### src/rtl/wdog_twostage.sv
module wdog_twostage #(
  parameter int              DW        = 32,
  parameter int              AW        = 12,
  parameter logic [DW-1:0]   KEY       = 32'h1ACCE551,
  parameter logic [DW-1:0]   LOAD_INIT = '1
) (
  input  logic          clk,
  input  logic          rst_n,
  input  logic          tick,
  input  logic          reg_wr,
  input  logic [AW-1:0] reg_addr,
  input  logic [DW-1:0] reg_wdata,
  output logic [DW-1:0] reg_rdata,
  output logic          irq,
  output logic          sys_rst
);
  localparam logic [AW-1:0] A_LOAD = AW'('h000);
  localparam logic [AW-1:0] A_CNT  = AW'('h004);
  localparam logic [AW-1:0] A_CTRL = AW'('h008);
  localparam logic [AW-1:0] A_ICLR = AW'('h00C);
  localparam logic [AW-1:0] A_RAW  = AW'('h010);
  localparam logic [AW-1:0] A_MSK  = AW'('h014);
  localparam logic [AW-1:0] A_LOCK = AW'('hC00);

  logic          locked, en_q, rsten_q, raw_q, sysrst_q;
  logic [DW-1:0] load_q, cnt_q;

  wire wr_open  = reg_wr & ~locked;
  wire hit_load = wr_open && reg_addr == A_LOAD;
  wire hit_ctrl = wr_open && reg_addr == A_CTRL;
  wire hit_iclr = wr_open && reg_addr == A_ICLR;
  wire reload   = (hit_ctrl & reg_wdata[0]) | hit_iclr;
  wire step     = en_q & tick & ~reload;
  wire expire   = step && cnt_q == '0;

  always_ff @(posedge clk or negedge rst_n)
    if (!rst_n)                              locked <= 1'b1;
    else if (reg_wr && reg_addr == A_LOCK)   locked <= (reg_wdata != KEY);

  always_ff @(posedge clk or negedge rst_n)
    if (!rst_n)        load_q <= LOAD_INIT;
    else if (hit_load) load_q <= reg_wdata;

  always_ff @(posedge clk or negedge rst_n)
    if (!rst_n) begin
      en_q    <= 1'b0;
      rsten_q <= 1'b0;
    end else if (hit_ctrl) begin
      en_q    <= reg_wdata[0];
      rsten_q <= reg_wdata[1];
    end

  always_ff @(posedge clk or negedge rst_n)
    if (!rst_n)      cnt_q <= LOAD_INIT;
    else if (reload) cnt_q <= load_q;
    else if (expire) cnt_q <= load_q;
    else if (step)   cnt_q <= cnt_q - 1'b1;

  always_ff @(posedge clk or negedge rst_n)
    if (!rst_n)        raw_q <= 1'b0;
    else if (hit_iclr) raw_q <= 1'b0;
    else if (expire)   raw_q <= 1'b1;

  always_ff @(posedge clk or negedge rst_n)
    if (!rst_n)                           sysrst_q <= 1'b0;
    else if (expire && raw_q && rsten_q)  sysrst_q <= 1'b1;

  assign irq     = raw_q & en_q;
  assign sys_rst = sysrst_q;

  always_comb begin
    reg_rdata = '0;
    case (reg_addr)
      A_LOAD: reg_rdata = load_q;
      A_CNT:  reg_rdata = cnt_q;
      A_CTRL: reg_rdata = {{(DW-2){1'b0}}, rsten_q, en_q};
      A_RAW:  reg_rdata = {{(DW-1){1'b0}}, raw_q};
      A_MSK:  reg_rdata = {{(DW-1){1'b0}}, raw_q & en_q};
      A_LOCK: reg_rdata = {{(DW-1){1'b0}}, locked};
      default: reg_rdata = '0;
    endcase
  end

  assert_sticky_R7: assert property (@(posedge clk) disable iff (!rst_n)
    sys_rst |=> sys_rst);

  assert_rst_cause_R7: assert property (@(posedge clk) disable iff (!rst_n)
    $rose(sys_rst) |-> $past(raw_q && rsten_q && en_q && tick));

  assert_locked_R3: assert property (@(posedge clk) disable iff (!rst_n)
    (reg_wr && locked) |=> $stable(load_q) && $stable(en_q) && $stable(rsten_q));

  assert_hold_R5: assert property (@(posedge clk) disable iff (!rst_n)
    (!tick && !reg_wr) |=> $stable(cnt_q));

  assert_dec_R5: assert property (@(posedge clk) disable iff (!rst_n)
    (en_q && tick && !reg_wr && cnt_q != '0) |=> cnt_q == $past(cnt_q) - 1'b1);

  assert_clear_R9: assert property (@(posedge clk) disable iff (!rst_n)
    hit_iclr |=> !raw_q && cnt_q == $past(load_q));
endmodule

### config.mk
export PLATFORM = sky130hd
export DESIGN_NAME = wdog_twostage
export DESIGN_NICKNAME = d
export VERILOG_FILES = /design/src/rtl/wdog_twostage.sv
export SDC_FILE = /design/constraint.sdc
export NUM_CORES = 1
export LEC_CHECK = 0
export BUFFER_PORTS_ARGS = -buffer_cell sky130_fd_sc_hd__buf_2
export CORE_ASPECT_RATIO = 1.4
export CORE_MARGIN = 5
export CORE_UTILIZATION = 45
export DETAILED_ROUTE_END_ITERATION = 8
export GPL_TIMING_DRIVEN = 0
export PLACE_DENSITY = 0.67
export REMOVE_ABC_BUFFERS = 1
export SLEW_MARGIN = 20
export SYNTH_ARGS = -nofsm -noshare
export SYNTH_HDL_FRONTEND = slang
export SYNTH_SLANG_ARGS = --single-unit
### constraint.sdc
create_clock -name clk -period 9.2 [get_ports clk]
set_input_delay 2.3 -clock clk [delete_from_list [all_inputs] [get_ports clk]]
set_output_delay 2.3 -clock clk [all_outputs]
set_load 0.05 [all_outputs]
==> flow_summary.html, run 1 <==
<table>
<tr><th>Metric</th><th>Value</th></tr>
<tr><th colspan="2">Cells and area</th></tr>
<tr><td>Number of nets in the final layout</td><td>about 530</td></tr>
<tr><td>Final core utilization</td><td>around 55%</td></tr>
<tr><td>Antenna Cells</td><td>0</td></tr>
<tr><td>Proportion of layout cells with a drive suffix above 1</td><td>roughly 45%</td></tr>
<tr><td>Area growth from synthesis to layout</td><td>19.2%</td></tr>
<tr><th colspan="2">Yosys</th></tr>
<tr><td>Count of flip-flops with a built-in enable after synthesis</td><td>0</td></tr>
<tr><td>Top area cells in the synthesized netlist</td><td>dfstp_2, mux2_2, a22o_1</td></tr>
<tr><td>Synthesized area</td><td>4190 um2</td></tr>
<tr><td>Most used flip-flop cell after synthesis</td><td>dfstp_2</td></tr>
<tr><td>Ys async rst share</td><td>100%</td></tr>
<tr><td>Leading area contributor after synthesis</td><td>dfstp_2</td></tr>
<tr><td>Post-Syn Area per Cell</td><td>roughly 10 um2</td></tr>
<tr><td>Most frequent cells after synthesis</td><td>dfstp_2, nor2_1, mux2_2</td></tr>
<tr><td>Count of state elements after synthesis</td><td>~70</td></tr>
<tr><td>Cell count after synthesis</td><td>between 400 and 500</td></tr>
<tr><td>Area share of the largest cell type after synthesis</td><td>40.8%</td></tr>
<tr><td>Most repeated cell in the gate-level netlist after synthesis</td><td>dfstp_2</td></tr>
<tr><td>Yosys Warn Count</td><td>0</td></tr>
<tr><td>Number of distinct library cells after synthesis</td><td>64</td></tr>
<tr><td>Sequential fraction of the synthesis area</td><td>roughly 43%</td></tr>
<tr><th colspan="2">Route</th></tr>
<tr><td>Vias per inst</td><td>6.21</td></tr>
<tr><td>Number of vias in the routed layout</td><td>between 3000 and 4000</td></tr>
<tr><td>Routed length per instance</td><td>a little over 20 um</td></tr>
<tr><td>Detailed-routing iteration count for the pre-antenna-repair pass</td><td>4</td></tr>
<tr><td>Count of antenna-violating nets left after detailed routing</td><td>0</td></tr>
<tr><td>Total wire length after detailed routing</td><td>between 10000 and 15000 um</td></tr>
<tr><td>Total DRC errors in the routed layout</td><td>0</td></tr>
<tr><td>Initial DRC Count</td><td>210</td></tr>
<tr><th colspan="2">Place</th></tr>
<tr><td>Placement-stage worst setup slack</td><td>slightly above 2 ns</td></tr>
<tr><td>Routability congestion estimate</td><td>0.919</td></tr>
<tr><td>Final HPWL DP</td><td>just under 9000 um</td></tr>
<tr><td>Count of port buffers added during placement</td><td>between 80 and 90</td></tr>
<tr><th colspan="2">Pwr</th></tr>
<tr><td>Proportion of power drawn by combinational gates</td><td>around 5.2%</td></tr>
<tr><td>Power density over the cells</td><td>138 nW/um2</td></tr>
<tr><td>Max IR drop VDD</td><td>roughly 100 uV</td></tr>
<tr><td>Leakage</td><td>approximately 2.2 nW</td></tr>
<tr><td>Part of the total power dissipated in the clock network</td><td>around half</td></tr>
<tr><td>Switching Share</td><td>around 22%</td></tr>
<tr><td>Switching pwr</td><td>between 100 and 150 uW</td></tr>
<tr><td>Post-route total power</td><td>about 690 uW</td></tr>
<tr><td>Int Power</td><td>between 500 and 600 uW</td></tr>
<tr><td>Sequential group share of total power</td><td>a little under half</td></tr>
<tr><th colspan="2">Critical path</th></tr>
<tr><td>Crit. End Element</td><td>primary output</td></tr>
<tr><td>Worst-path fanout max</td><td>10</td></tr>
<tr><td>Required time at the worst-slack endpoint</td><td>between 6 and 7 ns</td></tr>
<tr><td>Type of the setup path with the least slack</td><td>input pin to primary output</td></tr>
<tr><td>CP arrival</td><td>between 4 and 5 ns</td></tr>
<tr><td>Kind of start point of the critical path</td><td>input pin</td></tr>
<tr><th colspan="2">Clock network</th></tr>
<tr><td>Post-cts repair resize count</td><td>0</td></tr>
<tr><td>CTS tree</td><td>built</td></tr>
<tr><td>CTS Hold Buffers Added</td><td>0</td></tr>
<tr><td>Setup Fix Bufs, Post-CTS</td><td>0</td></tr>
<tr><td>H-tree depth</td><td>3</td></tr>
<tr><td>TritonCTS buffer count</td><td>9</td></tr>
<tr><td>Buffer cell driving the clock tree root</td><td>clkbuf_16</td></tr>
<tr><td>Total clock sinks</td><td>69</td></tr>
<tr><td>Clock latency reported for the late side of the worst-skew pair</td><td>0.34 ns</td></tr>
<tr><td>Max Root-Sink Buffers</td><td>2</td></tr>
<tr><td>Worst-path clk slew</td><td>~0.060 ns</td></tr>
<tr><th colspan="2">STA</th></tr>
<tr><td>Setup repair after global routing missed its margin</td><td>false</td></tr>
<tr><td>Final Max Tran Viols</td><td>0</td></tr>
<tr><td>Worst-Margin Slew</td><td>between 1 and 1.5 ns</td></tr>
<tr><td>Number of endpoints failing setup at the final stage</td><td>0</td></tr>
<tr><td>Tmin final</td><td>slightly above 7 ns</td></tr>
<tr><td>Final total negative setup slack</td><td>0 ns</td></tr>
<tr><td>Relative slew margins</td><td>between 30 and 40%</td></tr>
<tr><td>Final Hold Viols</td><td>0</td></tr>
<tr><td>Clock tree skew after final layout</td><td>between 0.007 and 0.008 ns</td></tr>
<tr><td>Portion of the clock cycle consumed by the worst path in the final layout</td><td>77.6%</td></tr>
<tr><td>Post-route setup slack</td><td>roughly 2.1 ns</td></tr>
<tr><td>Top achievable clock speed</td><td>0.140 GHz</td></tr>
<tr><th colspan="2">Floorplan</th></tr>
<tr><td>Die Area</td><td>around 11000 um2</td></tr>
<tr><td>Number of top-level pins</td><td>82</td></tr>
<tr><td>Area of the placeable core</td><td>around 9100 um2</td></tr>
<tr><td>Horiz. Die Dim</td><td>about 92 um</td></tr>
<tr><td>Initial Utilization</td><td>a little under half</td></tr>
<tr><td>Standard-cell row count</td><td>a little over 40</td></tr>
<tr><td>Die outline height</td><td>between 100 and 150 um</td></tr>
<tr><th colspan="2">Flow run</th></tr>
<tr><td>Max capacitance violation total</td><td>0</td></tr>
<tr><th colspan="2">Min path</th></tr>
<tr><td>Worst hold path type</td><td>flip-flop to flip-flop</td></tr>
<tr><th colspan="2">GRT</th></tr>
<tr><td>Number of antenna violations at the first check in global routing</td><td>0</td></tr>
<tr><td>Vias in the first global route</td><td>3896</td></tr>
<tr><td>Aggregate global-route resource usage</td><td>~22%</td></tr>
<tr><td>Global-route wire length before repair</td><td>~20000 um</td></tr>
<tr><td>Total gr overflow</td><td>0</td></tr>
<tr><td>Met2 Track Usage GR</td><td>about 39%</td></tr>
<tr><td>Met1 usage in global routing</td><td>26.3%</td></tr>
<tr><td>Maximum number of pins on one net before global-route repair</td><td>58</td></tr>
<tr><td>Met3 capacity usage during global routing</td><td>5.26%</td></tr>
<tr><td>GR peak layer</td><td>met2</td></tr>
<tr><th colspan="2">Run status</th></tr>
<tr><td>Run status</td><td>complete, no violations</td></tr>
</table>
[area by class of cell]
| cell class | count | area, um2 |
|---|---|---|
| fill | 827 | 4090 |
| timing repair buffer | 90 | 514 |
| clock buffer | 11 | 243 |
| inverter | 6 | 22.5 |
| clock inverter | 5 | 50.0 |
| tap | 107 | 134 |
| sequential | 69 | 1810 |
| multi-input combinational | 309 | 2220 |
[layer usage]
layer  vias to the layer above  share of wire (%)
li1                       1743                  -
met1                      1817                 40
met2                       128                 51
met3                        21                6.4
met4                         0                2.6
met5                         -                  0
[placed cells by master (no fill, tap or decap), drive strengths merged, types with 7 or more instances in the layout]
| master | instances |
|---|---|
| nor4 | 11 |
| a22o | 30 |
| or3 | 8 |
| o211ai | 7 |
| dfstp | 65 |
| buf | 90 |
| o21ai | 16 |
| clkbuf | 11 |
| nand3 | 14 |
| nor2 | 36 |
| a21oi | 15 |
| nand4 | 11 |
| nand2 | 31 |
| or4 | 9 |
| nor3 | 17 |
| mux2 | 33 |
[path summary, 6_finish.rpt]
kind,startpoint,endpoint,slack [ns],cells after the start
worst max-delay path,reg_addr[1],reg_rdata[14],2.06,8
worst min-delay path,sys_rst,sys_rst,0.46,1
worst max register to register,cnt_q[0],cnt_q[6],6.12,8
worst min register to register,sys_rst,sys_rst,0.46,1
max in group asynchronous,rst_n,load_q[28],6.79,2
min in group asynchronous,rst_n,load_q[4],2.04,1
[cells by family after synthesis]
logic type	synth area share (%)
simple gates	23.1
compound gates	19.1
flops	43.2
mux	9.83
buf+inv	4.12
xor+xnor	0.418
fa+ha+maj	0.299
[worst max-delay path, stage by stage]
cell	delay, ns
buf_2	0.09
or4_1	0.57
or3_1	0.53
nor3_2	0.46
buf_4	0.28
buf_6	0.16
a22o_1	0.17
buf_2	0.27
[stage by stage]
step | area (um2) | hold WS (ns) | instances
finish | 4990 | 0.462 | 597
global route | 4990 | 0.496 | 597
CTS | 4990 | 0.473 | 597
detailed placement | 4700 | 0.458 | 581
global placement | 4580 | 0.454 | 572
floorplan | 4040 | 0.457 | 384
[power by group through the flow]
stage | clock network (mW) | logic [mW] | registers, mW
6_report | 0.341 | 0.0357 | 0.311
5_1_grt | 0.366 | 0.0400 | 0.311
4_1_cts | 0.349 | 0.0360 | 0.311
3_5_place_dp | 0 | 0.0359 | 0.315
3_3_place_gp | 0 | 0.0333 | 0.315
2_1_floorplan | 0 | 0.0117 | 0.314
[registers in the layout (all words and copies together), names as in the netlist]
name and cells:
locked 1, rsten_q 1, sys_rst 1, raw_q 1
cnt_q 32, load_q 32, en_q 1
(Power assumes the default switching activity.)
==> run 2, diff against run 1 <==
--- a/config.mk
+++ b/config.mk
@@ -5,13 +5,14 @@
 export SDC_FILE = /design/constraint.sdc
 export NUM_CORES = 1
 export LEC_CHECK = 0
+export ABC_AREA = 1
 export BUFFER_PORTS_ARGS = -buffer_cell sky130_fd_sc_hd__buf_2
 export CORE_ASPECT_RATIO = 1.4
 export CORE_MARGIN = 5
 export CORE_UTILIZATION = 45
 export DETAILED_ROUTE_END_ITERATION = 8
 export GPL_TIMING_DRIVEN = 0
-export PLACE_DENSITY = 0.67
+export PLACE_DENSITY = 0.66
 export REMOVE_ABC_BUFFERS = 1
 export SLEW_MARGIN = 20
 export SYNTH_ARGS = -nofsm -noshare
==> constraint.sdc (replaced) <==
create_clock -name clk -period 7.2 [get_ports clk]
set_input_delay 1.8 -clock clk [delete_from_list [all_inputs] [get_ports clk]]
set_output_delay 1.8 -clock clk [all_outputs]
set_load 0.05 [all_outputs]
==> flow_summary.html, run 2 <==
<table>
<tr><th>Metric</th><th>Value</th></tr>
<tr><th colspan="2">Cells and area</th></tr>
<tr><td>Number of fill cells in the layout</td><td>1087 (+31%)</td></tr>
<tr><td>Area occupied by registers</td><td>1810 um2 (unchanged)</td></tr>
<tr><td>Number of nets in the final layout</td><td>799 (+50%)</td></tr>
<tr><td>Proportion of layout cells with a drive suffix above 1</td><td>24.0% (-21 points)</td></tr>
<tr><td>Commonest cells after routing, fill and taps aside</td><td>nand2_1, inv_1, nor2_1, buf_2, dfstp_2</td></tr>
<tr><td>Area growth from synthesis to layout</td><td>17.3%</td></tr>
<tr><td>Antenna Cells</td><td>0 (unchanged)</td></tr>
<tr><td>Area of the multi-input gates</td><td>2340 um2 (+5.4%)</td></tr>
<tr><td>Most frequent standard cell in the layout excluding fill and tap cells</td><td>nand2_1</td></tr>
<tr><td>Top Registers</td><td>cnt_q x32, load_q x32</td></tr>
<tr><th colspan="2">Clock network</th></tr>
<tr><td>Worst-path clk slew</td><td>0.05 ns (about the same)</td></tr>
<tr><td>Clock latency reported for the late side of the worst-skew pair</td><td>0.33 ns (about the same)</td></tr>
<tr><td>Buffer cell driving the clock tree root</td><td>clkbuf_16</td></tr>
<tr><td>TritonCTS buffer count</td><td>9 (unchanged)</td></tr>
<tr><td>Max Root-Sink Buffers</td><td>2 (unchanged)</td></tr>
<tr><td>Post-cts repair resize count</td><td>0 (unchanged)</td></tr>
<tr><td>CTS tree</td><td>built</td></tr>
<tr><td>Total clock sinks</td><td>69 (unchanged)</td></tr>
<tr><td>H-tree depth</td><td>3 (unchanged)</td></tr>
<tr><td>Setup Fix Bufs, Post-CTS</td><td>0 (unchanged)</td></tr>
<tr><td>CTS Hold Buffers Added</td><td>0 (unchanged)</td></tr>
<tr><th colspan="2">Route</th></tr>
<tr><td>Total DRC errors in the routed layout</td><td>0 (unchanged)</td></tr>
<tr><td>Initial DRC Count</td><td>344 (+64%)</td></tr>
<tr><td>Vias per inst</td><td>5.13 (-17%)</td></tr>
<tr><td>Number of vias in the routed layout</td><td>4575 (+23%)</td></tr>
<tr><td>Detailed-routing iteration count for the pre-antenna-repair pass</td><td>5 (+1)</td></tr>
<tr><td>Total wire length after detailed routing</td><td>13700 um (+13%)</td></tr>
<tr><td>Count of antenna-violating nets left after detailed routing</td><td>0 (unchanged)</td></tr>
<tr><td>Routed length per instance</td><td>15.3 um (-24%)</td></tr>
<tr><th colspan="2">GRT</th></tr>
<tr><td>Number of antenna violations at the first check in global routing</td><td>0 (unchanged)</td></tr>
<tr><td>Maximum number of pins on one net before global-route repair</td><td>65 (+12%)</td></tr>
<tr><td>Vias in the first global route</td><td>4606 (+18%)</td></tr>
<tr><td>Total gr overflow</td><td>0 (unchanged)</td></tr>
<tr><td>Global-route wire length before repair</td><td>22300 um (+13%)</td></tr>
<tr><td>Aggregate global-route resource usage</td><td>23.2% (+1.0 points)</td></tr>
<tr><th colspan="2">Yosys</th></tr>
<tr><td>Most used flip-flop cell after synthesis</td><td>dfstp_2</td></tr>
<tr><td>Sequential fraction of the synthesis area</td><td>38.9% (-4.3 points)</td></tr>
<tr><td>Area share of the largest cell type after synthesis</td><td>36.8% (-4.0 points)</td></tr>
<tr><td>Most frequent cells after synthesis</td><td>nand2_1, inv_1, nor2_1</td></tr>
<tr><td>Top area cells in the synthesized netlist</td><td>dfstp_2, nand2_1, inv_1</td></tr>
<tr><td>Post-Syn Area per Cell</td><td>6.82 um2 (-34%)</td></tr>
<tr><td>Number of distinct library cells after synthesis</td><td>36 (-44%)</td></tr>
<tr><td>Ys async rst share</td><td>100% (unchanged)</td></tr>
<tr><td>Count of flip-flops with a built-in enable after synthesis</td><td>0 (unchanged)</td></tr>
<tr><td>Count of state elements after synthesis</td><td>69 (unchanged)</td></tr>
<tr><td>Synthesized area</td><td>4640 um2 (+11%)</td></tr>
<tr><td>Most repeated cell in the gate-level netlist after synthesis</td><td>nand2_1</td></tr>
<tr><td>Yosys Warn Count</td><td>0 (unchanged)</td></tr>
<tr><td>Cell count after synthesis</td><td>681 (+67%)</td></tr>
<tr><td>Leading area contributor after synthesis</td><td>dfstp_2</td></tr>
<tr><th colspan="2">STA</th></tr>
<tr><td>Number of endpoints failing setup at the final stage</td><td>0 (unchanged)</td></tr>
<tr><td>Tmin final</td><td>between 5 and 6 ns</td></tr>
<tr><td>Relative slew margins</td><td>48.7% (+16 points)</td></tr>
<tr><td>Clock tree skew after final layout</td><td>0.00628 ns (-0.000843 ns)</td></tr>
<tr><td>Top achievable clock speed</td><td>between 0.15 and 0.2 GHz</td></tr>
<tr><td>Setup repair after global routing missed its margin</td><td>false</td></tr>
<tr><td>Final Hold Viols</td><td>0 (unchanged)</td></tr>
<tr><td>Portion of the clock cycle consumed by the worst path in the final layout</td><td>79.1%</td></tr>
<tr><td>Final total negative setup slack</td><td>0 ns (unchanged)</td></tr>
<tr><td>Worst-Margin Slew</td><td>0.767 ns (-0.240 ns)</td></tr>
<tr><td>Worst hold margin</td><td>0.478 ns (+0.0161 ns)</td></tr>
<tr><td>Final Max Tran Viols</td><td>0 (unchanged)</td></tr>
<tr><th colspan="2">Critical path</th></tr>
<tr><td>Buffers &amp; Inverters on Critical Path</td><td>4 (unchanged)</td></tr>
<tr><td>Kind of start point of the critical path</td><td>input pin</td></tr>
<tr><td>Cell with the most instances on the worst path</td><td>nor2_1</td></tr>
<tr><td>Cells along the critical path</td><td>buf_2 &gt; nor2_1 &gt; inv_1 &gt; nor2_1 &gt; nand2_1 &gt; inv_1 &gt; nand2_2 &gt; o211ai_1 &gt; nor2_1 &gt; nor2_1 &gt; buf_2</td></tr>
<tr><td>Type of the setup path with the least slack</td><td>input pin to primary output</td></tr>
<tr><td>Worst-path fanout max</td><td>32 (+22)</td></tr>
<tr><td>Startpoint of the worst setup timing path</td><td>reg_addr[1]</td></tr>
<tr><td>Largest stage delay on the critical path</td><td>0.44 ns (-0.13 ns)</td></tr>
<tr><td>Required time at the worst-slack endpoint</td><td>5.40 ns (-1.50 ns)</td></tr>
<tr><td>Launch instance of the worst register-to-register path</td><td>cnt_q[0]</td></tr>
<tr><td>Kind of cell adding the most delay to the critical path</td><td>simple AND/OR/NAND/NOR gates</td></tr>
<tr><td>CP arrival</td><td>3.90 ns (-0.94 ns)</td></tr>
<tr><td>Crit. End Element</td><td>primary output</td></tr>
<tr><td>Standard cell with the maximum stage delay on the critical path</td><td>nand2_2</td></tr>
<tr><th colspan="2">Flow run</th></tr>
<tr><td>Max capacitance violation total</td><td>0 (unchanged)</td></tr>
<tr><th colspan="2">Floorplan</th></tr>
<tr><td>Standard-cell row count</td><td>44 (+7.3%)</td></tr>
<tr><td>Horiz. Die Dim</td><td>95.9 um (+4.7%)</td></tr>
<tr><td>Die outline height</td><td>130 um (+4.9%)</td></tr>
<tr><td>Number of top-level pins</td><td>82 (unchanged)</td></tr>
<tr><td>Die Area</td><td>12500 um2 (+9.9%)</td></tr>
<tr><td>Area of the placeable core</td><td>10200 um2 (+13%)</td></tr>
<tr><td>Initial Utilization</td><td>45.4% (-0.75 points)</td></tr>
<tr><th colspan="2">Place</th></tr>
<tr><td>Final HPWL DP</td><td>10100 um (+14%)</td></tr>
<tr><td>Count of port buffers added during placement</td><td>81 (unchanged)</td></tr>
<tr><td>Routability congestion estimate</td><td>0.959 (+4.4%)</td></tr>
<tr><th colspan="2">Pwr</th></tr>
<tr><td>Leakage</td><td>2.69 nW (+24%)</td></tr>
<tr><td>Power density over the cells</td><td>161 nW/um2 (+17%)</td></tr>
<tr><td>Post-route total power</td><td>876 uW (+27%)</td></tr>
<tr><td>Max IR drop VDD</td><td>108 uV (+7.1%)</td></tr>
<tr><th colspan="2">Min path</th></tr>
<tr><td>Worst hold path type</td><td>flip-flop to flip-flop</td></tr>
<tr><td>Startpoint of the worst hold path</td><td>sys_rst</td></tr>
<tr><th colspan="2">Run status</th></tr>
<tr><td>Run status</td><td>complete, no violations</td></tr>
</table>
run 2: cells by family (layout without fill, tap and decap cells):
kind of cell    Yosys count  in the layout  share of synthesized area, %
compound gates           87             87                          10.5
xor+xnor                 22             22                          4.15
fa+ha+maj                 1              1                         0.269
buf+inv                 130            203                          11.1
flops                    69             69                          38.9
mux                       1              1                         0.216
simple gates            371            371                          34.8
run 2: layout make-up:
type / instances / share of cell area [%]
clock buffers: 12 / 4.71
multi-input cells: 482 / 42.9
flip-flops and latches: 69 / 33.2
inverters: 106 / 7.30
repair buffers: 82 / 7.85
well taps: 138 / 3.17
clock inverters: 3 / 0.827
run 2: layer usage:
layer | GRT usage (%) | vias up | wire length [um]
met2 | 43.0 | 101 | 7410
met5 | 0 | - | 0
met4 | 8.04 | 0 | 297
met3 | 3.58 | 17 | 494
li1 | - | 2306 | -
met1 | 26.5 | 2151 | 5450
run 2: stage by stage:
| step | setup WS [ns] | util [%] | instance area [um2] | instances |
|---|---|---|---|---|
| finish | 1.50 | 53.2 | 5450 | 892 |
| global route | 1.18 | 53.2 | 5450 | 892 |
| CTS | 1.53 | 53.1 | 5440 | 892 |
| detailed placement | 1.50 | 50.1 | 5130 | 877 |
| global placement | 1.03 | 49.8 | 5100 | 876 |
| floorplan | 1.53 | - | 4530 | 657 |
run 2: worst paths after layout:
path                                     end  slack, ns  cells after the start
worst max register to register     cnt_q[20]       4.32                     12
worst max-delay path            reg_rdata[0]       1.50                     11
worst min register to register       sys_rst       0.48                      1
worst min-delay path                 sys_rst       0.48                      1
min in group asynchronous            rsten_q       1.40                      1
max in group asynchronous         load_q[21]       5.19                      2
run 2: report_power, final:
group	internal (mW)	switching [mW]
Sequential	0.390	0.0000000000000153
Combinational	0.0126	0.0195
Clock	0.285	0.169
